[src/rtl/csync_pkg.sv]
package csync_pkg;

    localparam int DEF_LINE_W = 12;
    localparam int DEF_HALF_W = 4;

    // events produced for one sample
    typedef struct packed {
        logic hs;
        logic vs;
    } sync_evt_t;

    // phase of the vertical integrator
    typedef enum logic [1:0] {
        VI_IDLE    = 2'd0,
        VI_COUNT   = 2'd1,
        VI_LOCKED  = 2'd2
    } vi_phase_t;

endpackage

[src/rtl/csync_edge.sv]
module csync_edge (
    input  logic clk,
    input  logic rst,
    input  logic sync_in,
    input  logic mask,
    output logic lead_hs
);
    logic prev_q;

    always_ff @(posedge clk) begin
        if (rst) prev_q <= 1'b0;
        else     prev_q <= sync_in;
    end

    assign lead_hs = sync_in & ~prev_q & ~mask;
endmodule

[src/rtl/csync_vacc.sv]
module csync_vacc #(
    parameter int LINE_W = csync_pkg::DEF_LINE_W,
    parameter int ACC_W  = csync_pkg::DEF_LINE_W + csync_pkg::DEF_HALF_W
) (
    input  logic              clk,
    input  logic              rst,
    input  logic              sync_in,
    input  logic [LINE_W-1:0] quarter,
    input  logic [ACC_W-1:0]  thresh,
    output logic              fire
);
    import csync_pkg::*;

    vi_phase_t          phase_q, phase_n;
    logic [ACC_W-1:0]   cnt_q, cnt_n;
    logic [LINE_W-1:0]  gap_q, gap_n;
    logic               expire;
    vi_phase_t          phase_e;
    logic [ACC_W-1:0]   cnt_e, cnt_inc;

    always_comb begin
        // quiet-run counter, saturating
        gap_n  = sync_in ? '0 : ((&gap_q) ? gap_q : gap_q + 1'b1);
        expire = !sync_in && (gap_n > quarter);

        // apply gap expiry first, then sync entry
        phase_e = expire ? VI_IDLE : phase_q;
        cnt_e   = expire ? '0 : cnt_q;
        if (sync_in && phase_e == VI_IDLE) phase_e = VI_COUNT;

        cnt_inc = (&cnt_e) ? cnt_e : cnt_e + 1'b1;
        phase_n = phase_e;
        cnt_n   = cnt_e;
        fire    = 1'b0;
        if (phase_e == VI_COUNT) begin
            cnt_n = cnt_inc;
            if (sync_in && cnt_inc >= thresh) begin
                fire    = 1'b1;
                cnt_n   = '0;
                phase_n = VI_LOCKED;
            end
        end
    end

    always_ff @(posedge clk) begin
        if (rst) begin
            phase_q <= VI_IDLE;
            cnt_q   <= '0;
            gap_q   <= '0;
        end else begin
            phase_q <= phase_n;
            cnt_q   <= cnt_n;
            gap_q   <= gap_n;
        end
    end
endmodule

[src/rtl/csync_sep.sv]
module csync_sep #(
    parameter int LINE_W = csync_pkg::DEF_LINE_W,
    parameter int HALF_W = csync_pkg::DEF_HALF_W
) (
    input  logic              clk,
    input  logic              rst,
    input  logic              sync_in,
    input  logic              near_vsync,
    input  logic [LINE_W-1:0] cycles_per_line,
    input  logic [HALF_W-1:0] vsync_half_lines,
    output logic              hsync_req,
    output logic              vsync_req
);
    import csync_pkg::*;

    localparam int ACC_W = LINE_W + HALF_W;

    logic [ACC_W-1:0]  product, thresh;
    logic [LINE_W-1:0] quarter;
    logic              lead_hs, v_fire;
    sync_evt_t         evt_n, evt_q;

    assign product = ACC_W'(vsync_half_lines) * ACC_W'(cycles_per_line);
    assign thresh  = product >> 1;
    assign quarter = cycles_per_line >> 2;

    csync_edge u_edge (
        .clk     (clk),
        .rst     (rst),
        .sync_in (sync_in),
        .mask    (near_vsync),
        .lead_hs (lead_hs)
    );

    csync_vacc #(.LINE_W(LINE_W), .ACC_W(ACC_W)) u_vacc (
        .clk     (clk),
        .rst     (rst),
        .sync_in (sync_in),
        .quarter (quarter),
        .thresh  (thresh),
        .fire    (v_fire)
    );

    // vertical wins when one sample raises both
    assign evt_n.vs = v_fire;
    assign evt_n.hs = lead_hs & ~v_fire;

    always_ff @(posedge clk) begin
        if (rst) evt_q <= '0;
        else     evt_q <= evt_n;
    end

    assign hsync_req = evt_q.hs;
    assign vsync_req = evt_q.vs;
endmodule

[config.mk]
export PLATFORM = sky130hd
export DESIGN_NAME = csync_sep
export DESIGN_NICKNAME = d
export VERILOG_FILES = /design/src/rtl/csync_pkg.sv /design/src/rtl/csync_edge.sv /design/src/rtl/csync_vacc.sv /design/src/rtl/csync_sep.sv
export SDC_FILE = /design/constraint.sdc
export NUM_CORES = 1
export LEC_CHECK = 0
export BUFFER_PORTS_ARGS = -buffer_cell sky130_fd_sc_hd__buf_2
export CAP_MARGIN = 25
export CORE_UTILIZATION = 58
export CTS_BUF_LIST = sky130_fd_sc_hd__clkbuf_8
export CTS_CLUSTER_DIAMETER = 80
export DETAILED_ROUTE_END_ITERATION = 16
export HOLD_SLACK_MARGIN = 0.06
export PLACE_DENSITY = 0.81
export SLEW_MARGIN = 20
export SYNTH_ARGS = -nofsm -noshare
export SYNTH_HDL_FRONTEND = slang
export SYNTH_HIERARCHICAL = 1
export SYNTH_SLANG_ARGS = --single-unit
[constraint.sdc]
create_clock -name clk -period 6.78 [get_ports clk]
set_input_delay 0.339 -clock clk [delete_from_list [all_inputs] [get_ports clk]]
set_output_delay 0.339 -clock clk [all_outputs]
set_load 0.02 [all_outputs]
# ---- Yosys cells after proc, flatten, opt, wreduce, memory -nomap -nowiden
# Index checks and enable logic that the tools add are counted.
dict set report word_totals {
  wordCells 37
  regBits 33
}
dict set report classes {
  n_mux 12
  addsub 2
  n_reduce_logical 7
  n_mul 1
  eq_ne 1
  order_cmp 2
  bitwise_logic 6
}
# operator count
set ops {}
lappend ops {{16-bit 2-to-1 mux} 4}
lappend ops {{12-bit 2-to-1 mux} 2}
lappend ops {{16-bit by 1-bit adder with 16-bit output, second input constant} 1}
lappend ops {{16-bit by 15-bit >= comparator with 1-bit output} 1}
lappend ops {{4-bit by 12-bit multiplier with 16-bit output} 1}
lappend ops {{16-bit AND reduction} 1}
lappend ops {{12-bit by 1-bit adder with 12-bit output, second input constant} 1}
lappend ops {{12-bit by 10-bit greater-than comparator with 1-bit output} 1}
lappend ops {{12-bit AND reduction} 1}
lappend ops {{2-bit 2-to-1 mux} 4}
lappend ops {{1-bit bitwise AND} 3}
lappend ops {{1-bit logical AND} 3}
lappend ops {{1-bit inverter} 3}
lappend ops {{2-bit by 1-bit == test with 1-bit output, second input constant} 1}
lappend ops {{2-bit logical NOT} 1}
lappend ops {{1-bit 2-to-1 mux} 2}
lappend ops {{1-bit logical NOT} 1}

# ---- Depth between registers and ports, before layout
# Gate-level depths: netlist of the first run.
dict set report logic_depth {
  word_depth 14
  mapped_depth 33
  mapped_depth_nobuf 28
}

# ---- Modules after synthesis
# Netlist of the first run, hierarchy kept.
# module seq_area_each_um2 area_each_um2 instances cells_per_inst
set by_module_without_submodules {}
lappend by_module_without_submodules {csync_vacc 600.6 2571.2 1 349}
lappend by_module_without_submodules {csync_sep 40.0 1652.8 1 212}
lappend by_module_without_submodules {csync_edge 20.0 38.8 1 3}

# ---- Worst setup path after synthesis of the first run
# Ideal clock, no wire load.
dict set report synth_timing {
  path_type {reg-to-reg}
  startpoint {register u_vacc.gap_q[0]}
  endpoint {register u_vacc.cnt_q[12]}
  slack_ns 0.444
  period_less_slack_ns 6.336
  stages_incl_launch_ff 33
  required_ns 6.706
  arrival_ns 6.262
  path_cell_list {dfxtp_1 > ha_1 > nand2_1 > or3_1 > clkbuf_1 > nor2b_1 > xnor2_1 > nor2_1 > ha_1 > nand4_1 > o41ai_2 > a31o_1 > buf_2 > buf_2 > and2_1 > ha_1 > and2_1 > and3_1 > buf_2 > nand4_1 > and2_1 > and3_1 > xnor2_1 > nor2_1 > ha_1 > a21oi_1 > o21bai_1 > a2111oi_0 > o21ai_1 > a211oi_2 > buf_2 > o21ai_1 > a31oi_1}
}
dict set report synth_via {
  elab_chain_cells 12
}
# item line
set synth_rtl {}
lappend synth_rtl {{start: declaration} csync_vacc.sv:16} ;# logic [LINE_W-1:0] gap_q, gap_n;
lappend synth_rtl {{start signal: assignment} csync_vacc.sv:53} ;# gap_q <= gap_n;
lappend synth_rtl {{12-bit by 1-bit adder with 12-bit output or 12-bit AND reduction (tied branches)} csync_vacc.sv:23} ;# gap_n = sync_in ? '0 : ((&gap_q) ? gap_q : gap_q + 1'b1);
lappend synth_rtl {{12-bit 2-to-1 mux * (2 in series)} csync_vacc.sv:23}
lappend synth_rtl {{named net u_vacc.gap_n[5]} csync_vacc.sv:16}
lappend synth_rtl {{12-bit by 10-bit greater-than comparator with 1-bit output *} csync_vacc.sv:24} ;# expire = !sync_in && (gap_n > quarter);
lappend synth_rtl {{1-bit logical AND *} csync_vacc.sv:24}
lappend synth_rtl {{16-bit 2-to-1 mux} csync_vacc.sv:28} ;# cnt_e = expire ? '0 : cnt_q;
lappend synth_rtl {{16-bit by 1-bit adder with 16-bit output or 16-bit AND reduction (tied branches)} csync_vacc.sv:31} ;# cnt_inc = (&cnt_e) ? cnt_e : cnt_e + 1'b1;
lappend synth_rtl {{16-bit 2-to-1 mux} csync_vacc.sv:31}
lappend synth_rtl {{16-bit by 15-bit >= comparator with 1-bit output} csync_vacc.sv:37} ;# if (sync_in && cnt_inc >= thresh) begin
lappend synth_rtl {{1-bit logical AND} csync_vacc.sv:37}
lappend synth_rtl {{16-bit 2-to-1 mux} csync_vacc.sv:37}
lappend synth_rtl {{16-bit 2-to-1 mux *} csync_vacc.sv:35} ;# if (phase_e == VI_COUNT) begin
lappend synth_rtl {{end signal: assignment} csync_vacc.sv:52} ;# cnt_q <= cnt_n;
lappend synth_rtl {{end: declaration} csync_vacc.sv:15} ;# logic [ACC_W-1:0] cnt_q, cnt_n;
# Mark *: on every way through the listed nets, which the timed path passes. The rest lies on a longest branch.
# A chain may end at the register's enable or synchronous reset.

# ---- Worst setup path after layout of the first run
dict set report layout_timing {
  startpoint {register u_vacc.gap_q[0]}
  endpoint {register u_vacc.cnt_q[0]}
}
# Same word-level chain as after synthesis.

==> results of run 1 <==
==> registers in the layout, indices dropped and copies added, names as in the netlist <==
name            flops
u_vacc/gap_q       12
vsync_req           1
hsync_req           1
u_vacc/phase_q      2
u_vacc/cnt_q       16
u_edge/prev_q       1
==> logic make-up after synthesis <==
group / count (synthesis)
buffers and inverters: 92
adder cells (fa/ha/maj): 70
AO/OA/AOI/OAI: 100
other: 1
XOR/XNOR: 27
multiplexers: 7
AND/OR/NAND/NOR: 234
flip-flops: 33
==> synth_stat cells, types with 3 or more instances <==
cell type | instances | area share
inv_1 | 70 | 0.062
ha_1 | 50 | 0.15
nand2_1 | 50 | 0.044
and2_1 | 46 | 0.068
nor2_1 | 38 | 0.033
dfxtp_1 | 33 | 0.15
a21oi_1 | 32 | 0.038
fa_1 | 20 | 0.094
nor3_1 | 20 | 0.023
nand3_1 | 19 | 0.022
nand4_1 | 18 | 0.026
xor2_1 | 15 | 0.031
clkbuf_1 | 14 | 0.012
a31oi_1 | 13 | 0.019
o21ai_0 | 12 | 0.014
xnor2_1 | 12 | 0.025
and3_1 | 9 | 0.013
nor2b_1 | 9 | 0.013
nand2b_1 | 7 | 0.010
buf_2 | 6 | 0.0070
a211oi_1 | 5 | 0.0088
a21o_1 | 5 | 0.0088
mux2i_1 | 5 | 0.012
or3_1 | 5 | 0.0073
and4_1 | 4 | 0.0082
o21ai_1 | 4 | 0.0047
o21bai_1 | 3 | 0.0053
==> path summary, 6_finish.rpt <==
check	start	endpoint	slack (ns)	depth (start not counted)
worst max-delay path	u_vacc/gap_q[0]	u_vacc/cnt_q[0]	0.36	27
worst min-delay path	near_vsync	hsync_req	0.34	3
worst max register to register	u_vacc/gap_q[0]	u_vacc/cnt_q[0]	0.36	27
worst min register to register	u_vacc/phase_q[1]	u_vacc/phase_q[1]	0.52	2
==> report_power, final <==
part,switching [mW],internal [mW],total [mW]
Clock,0.0754,0.118,0.194
Sequential,0.00965,0.203,0.213
Combinational,0.214,0.158,0.373
Total,0.300,0.480,0.780
==> area by class of cell <==
| cell class | count | area (um^2) | share of cell area |
|---|---|---|---|
| Tap cell | 96 | 120 | 0.0261 |
| Timing Repair Buffer | 28 | 161 | 0.0351 |
| Clock inverter | 2 | 33.8 | 0.00734 |
| Clock buffer | 6 | 82.6 | 0.0179 |
| Sequential cell | 33 | 661 | 0.143 |
| Inverter | 70 | 263 | 0.0571 |
| Multi-Input combinational cell | 441 | 3280 | 0.713 |
==> stage by stage <==
step,std cells,util,area (um^2),setup WS [ns],hold WS (ns)
after floorplan,566,-,4270,0.444,0.411
after global placement,665,0.638,4430,0.422,0.498
after detailed placement,665,0.638,4430,0.185,0.509
after CTS,673,0.655,4550,0.0924,0.337
after global routing,676,0.663,4600,-0.0188,0.356
final,676,0.663,4600,0.361,0.340
==> timing repair <==
item / 4_1_cts / 5_1_grt
setup buffers: 0 / 3
hold endpoints to repair: 0 / 0
gates resized for setup: 0 / 6
hold buffers: 0 / 0
endpoints found under the setup margin: 0 / 16
==> metal layers <==
layer  track usage  routed length, um
met4        0.0417                 36
met2         0.447               4560
met5             0                  0
met3        0.0358                326
met1         0.339               4580
==> worst max-delay path, delay by kind of cell (launching register included) <==
kind / cells / cell delay [ns]
and+or+nand+nor: 13 / 2.58
adders and majority gates: 4 / 1.05
DFF: 1 / 0.39
xor gates and xnor gates: 2 / 0.46
buffers and inverters: 2 / 0.32
AOI/OAI and AO/OA: 6 / 1.53
==> impl_metrics.tcl, run 1 <==
set metrics [dict create \
    outcome "completed" \
    async_flop_share 0 \
    final.min_clock_period_ns 6.42 \
    skew_ns 0.0107 \
    setup_tns_ns 0 \
    start_util 0.614 \
    grt_pass1_wl_mm 15.8 \
    fillers 579 \
    diodes 0 \
    hp-class "in2reg" \
    netlist_area_um2 4260 \
    crit_path_frequent_cell "ha_1" \
    worst_pin_slew_ns 0.929 \
    synth_top_family_by_area "simple AND/OR/NAND/NOR gates" \
    synthMuxAreaShare 0.0170 \
    relSlewSlack 0.379 \
    total_power_uw 780 \
    vias 3892 \
    place_congestion 0.887 \
    synth_fa_ha_area_frac 0.241 \
    dieArea_um2 7700 \
    num_rows 30 \
    synth_ff_type "dfxtp_1" \
    critPathLaunchType "flop" \
    ys_warn_count 6 \
    worstPathArrival_ns 6.63 \
    criticalPathCategory "reg2reg" \
    overflow 0 \
    cp-end-kind "flop" \
    cts.sinks 33 \
    drc 0 \
    antenna_left 0 \
    fmax_mhz 156 \
    synth_seq_cells 33 \
    cts_tree "yes" \
    portBuffers 21 \
    yosysUniqueCellTypes 62 \
    cpMaxStageDelayCell "or4_1" \
    synth-edff-count 0 \
    p_leak_nw 2.17 \
    ios 22 \
    avgSynthCellArea_um2 7.56 \
    ir_worst_vdd_uv 111 \
    cts-root-buf "clkbuf_8" \
    final_cell_mix "71 x inv_1, 50 x nand2_1, 50 x ha_1, 46 x and2_1, 38 x nor2_1" \
    final_common_cell "inv_1" \
    synth_xor_xnor_area_share 0.0555 \
    routed_via_density 5.76 \
    clkLatencyLatePin_ns 0.29 \
    antenna_found_initial 0 \
    finalSetupViolCount 0 \
    synth_seq_area_share 0.155 \
    crit_fanout 9 \
    wl_per_cell_um 14.1 \
    wirelength_mm 9.51 \
    drv_cap 0 \
    dp_hpwl_mm 7.39 \
    numCtsBuffers 5 \
    slew_violations 0 \
    post_route_cells_drive_above_1_share 0.0862 \
    power_density_nw_per_um2 169 \
    grt_max_degree 28 \
    cts_max_level 2 \
    clockBufferDepth 2 \
    synth_compound_area_frac 0.159 \
    critPathRequiredTime_ns 6.99 \
    yosys.area_share.simple 0.288 \
    grt_usage 0.256 \
    clk_pin_slew_ns 0.08 \
    drt_iter0_drc 193 \
    final.period_utilization 0.947 \
    die_w_um 87.7 \
    area.growth.synth_to_final_pct 8.01 \
    core_um2 6940 \
    hold_viol 0 \
    grt_pass1_vias 3550 \
    nNetsFinal 669 \
    dieHeight_um 87.7 \
    syn_inst 564 \
    firstDrtPassIters 5 \
    max_stage_delay_ns 0.51 \
]
Power figures use the tool's default switching activity.
==> run 2: changes to the inputs <==
clock period = 5.82 ns   (was 6.78 ns; I/O delays follow)
==> impl_metrics.tcl, run 2 (same netlist as run 1, synthesis figures left out) <==
set metrics [dict create \
    antenna_left 0 \
    power_density_nw_per_um2 183 \
    cts_tree "yes" \
    core_um2 6940 \
    cp_top_family "simple AND/OR/NAND/NOR gates" \
    die_w_um 87.7 \
    portBuffers 21 \
    antenna_found_initial 0 \
    num_rows 30 \
    post_route_cells_drive_above_1_share 0.212 \
    finalSetupViolCount 0 \
    wirelength_mm 11.3 \
    relSlewSlack 0.471 \
    final_cell_mix "70 x inv_1, 48 x ha_1, 45 x nand2_1, 42 x and2_1, 41 x buf_4" \
    clk_pin_slew_ns 0.07 \
    regMostFlops "u_vacc/cnt_q" \
    multiInputGateArea_um2 3480 \
    hold_viol 0 \
    critPathLaunchType "flop" \
    grt_max_degree 28 \
    cp-end-kind "flop" \
    clockBufferDepth 2 \
    worstReg2RegEnd "u_vacc/cnt_q[10]" \
    largest_reg_flops 16 \
    cts_max_level 2 \
    p_leak_nw 2.37 \
    setup_ws_ns 0.107 \
    cpMaxStageDelayCell "or4b_1" \
    r2r_slack_ns 0.11 \
    drt_iter0_drc 294 \
    placedCellCount 689 \
    ir_worst_vdd_uv 113 \
    cts-root-buf "clkbuf_8" \
    final_common_cell "inv_1" \
    final.period_utilization 0.982 \
    worstPathArrival_ns 5.93 \
    start_util 0.614 \
    firstDrtPassIters 5 \
    clkLatencyLatePin_ns 0.28 \
    min_path_cells 3 \
    crit_path_start "u_vacc/gap_q[2]" \
    r2r.worst_path.cells 28 \
    grt_usage 0.285 \
    critPathRequiredTime_ns 6.03 \
    hp-class "in2reg" \
    r2r_start "u_vacc/gap_q[2]" \
    fin_cells 715 \
    dieHeight_um 87.7 \
    max_stage_delay_ns 0.49 \
    dp_hpwl_mm 8.05 \
    crit_end "u_vacc/cnt_q[10]" \
    crit_buf_inv 3 \
    vias 4239 \
    skew_ns 0.0112 \
    diodes 0 \
    crit_fanout 7 \
    reg_top3 "u_vacc/cnt_q x16, u_vacc/gap_q x12, u_vacc/phase_q x2" \
    routed_via_density 5.93 \
    numCtsBuffers 5 \
    outcome "completed" \
    dp_slack_ns -0.265 \
    final_core_util 0.735 \
    slew_violations 0 \
    drc 0 \
    crit_cells 28 \
    criticalPathCategory "reg2reg" \
    place_congestion 0.882 \
    drv_cap 0 \
    grt_pass1_vias 3991 \
    wl_per_cell_um 15.8 \
    grt_pass1_wl_mm 17.7 \
    area.growth.synth_to_final_pct 19.8 \
    final.min_clock_period_ns 5.71 \
    dieArea_um2 7700 \
    cts.sinks 33 \
    grt_setup_unrepaired "yes" \
    fillers 486 \
    nNetsFinal 708 \
    fmax_mhz 175 \
    worst_pin_slew_ns 0.791 \
    ios 22 \
    seq_area_um2 667 \
    overflow 0 \
]
-- run 2: changes by cell type in the layout (fill, tap and decap cells not counted), sizes merged --
cell      change
inv           -1
clkinvlp      +1
clkinv        +2
bufinv        -1
buf          +38
-- run 2: what timing repair did --
item | 4_1_cts | 5_1_grt
cloned | 0 | 1
pin swaps | 12 | 35
endpoints found under the setup margin | 19 | 20
gates resized for setup | 9 | 34
hold buffers | 0 | 0
buffers inserted | 6 | 11
-- run 2: worst min-delay path: stages --
cell	delay, ns
buf_2	0.08
nor3b_2	0.03
nor3b_1	0.12
-- run 2: metrics by stage --
stage                     hold slack [ns]  TNS, ns  total power, mW  instance area (um^2)
after floorplan                     0.363    -3.06            0.601                  4350
after global placement              0.505        0            0.681                  4680
after detailed placement            0.509    -2.62            0.704                  4680
after CTS                           0.284        0            0.883                  4840
after global routing                0.299    -1.40             1.01                  5110
final                               0.290        0            0.935                  5110
-- run 2: routing by layer --
layer,GRT usage,vias up,wire [um]
li1,-,2038,-
met1,0.372,1992,4790
met2,0.490,159,5490
met3,0.0368,50,573
met4,0.0879,0,421
met5,0,-,0
-- run 2: final cells by class --
| cell class | instances | area share |
|---|---|---|
| multi-input combinational | 441 | 0.681 |
| sequential | 33 | 0.131 |
| timing repair buffer | 67 | 0.0963 |
| inverter | 70 | 0.0514 |
| tap | 96 | 0.0235 |
| clock buffer | 5 | 0.0135 |
| clock inverter | 3 | 0.00343 |
-- run 2: worst min-delay path by stage --
stage / from / end / slack [ns]
after floorplan: rst / u_edge/prev_q / 0.36
after global placement: u_vacc/cnt_q[6] / u_vacc/cnt_q[6] / 0.50
after detailed placement: u_vacc/phase_q[1] / u_vacc/phase_q[1] / 0.51
after CTS: near_vsync / hsync_req / 0.28
after global routing: near_vsync / hsync_req / 0.30
final: near_vsync / hsync_req / 0.29
-- run 2: report_power, final --
group / total [mW] / switching, mW / internal [mW]
logic: 0.517 / 0.295 / 0.222
clock network: 0.168 / 0.0855 / 0.0825
registers: 0.251 / 0.0135 / 0.237
total: 0.935 / 0.394 / 0.541
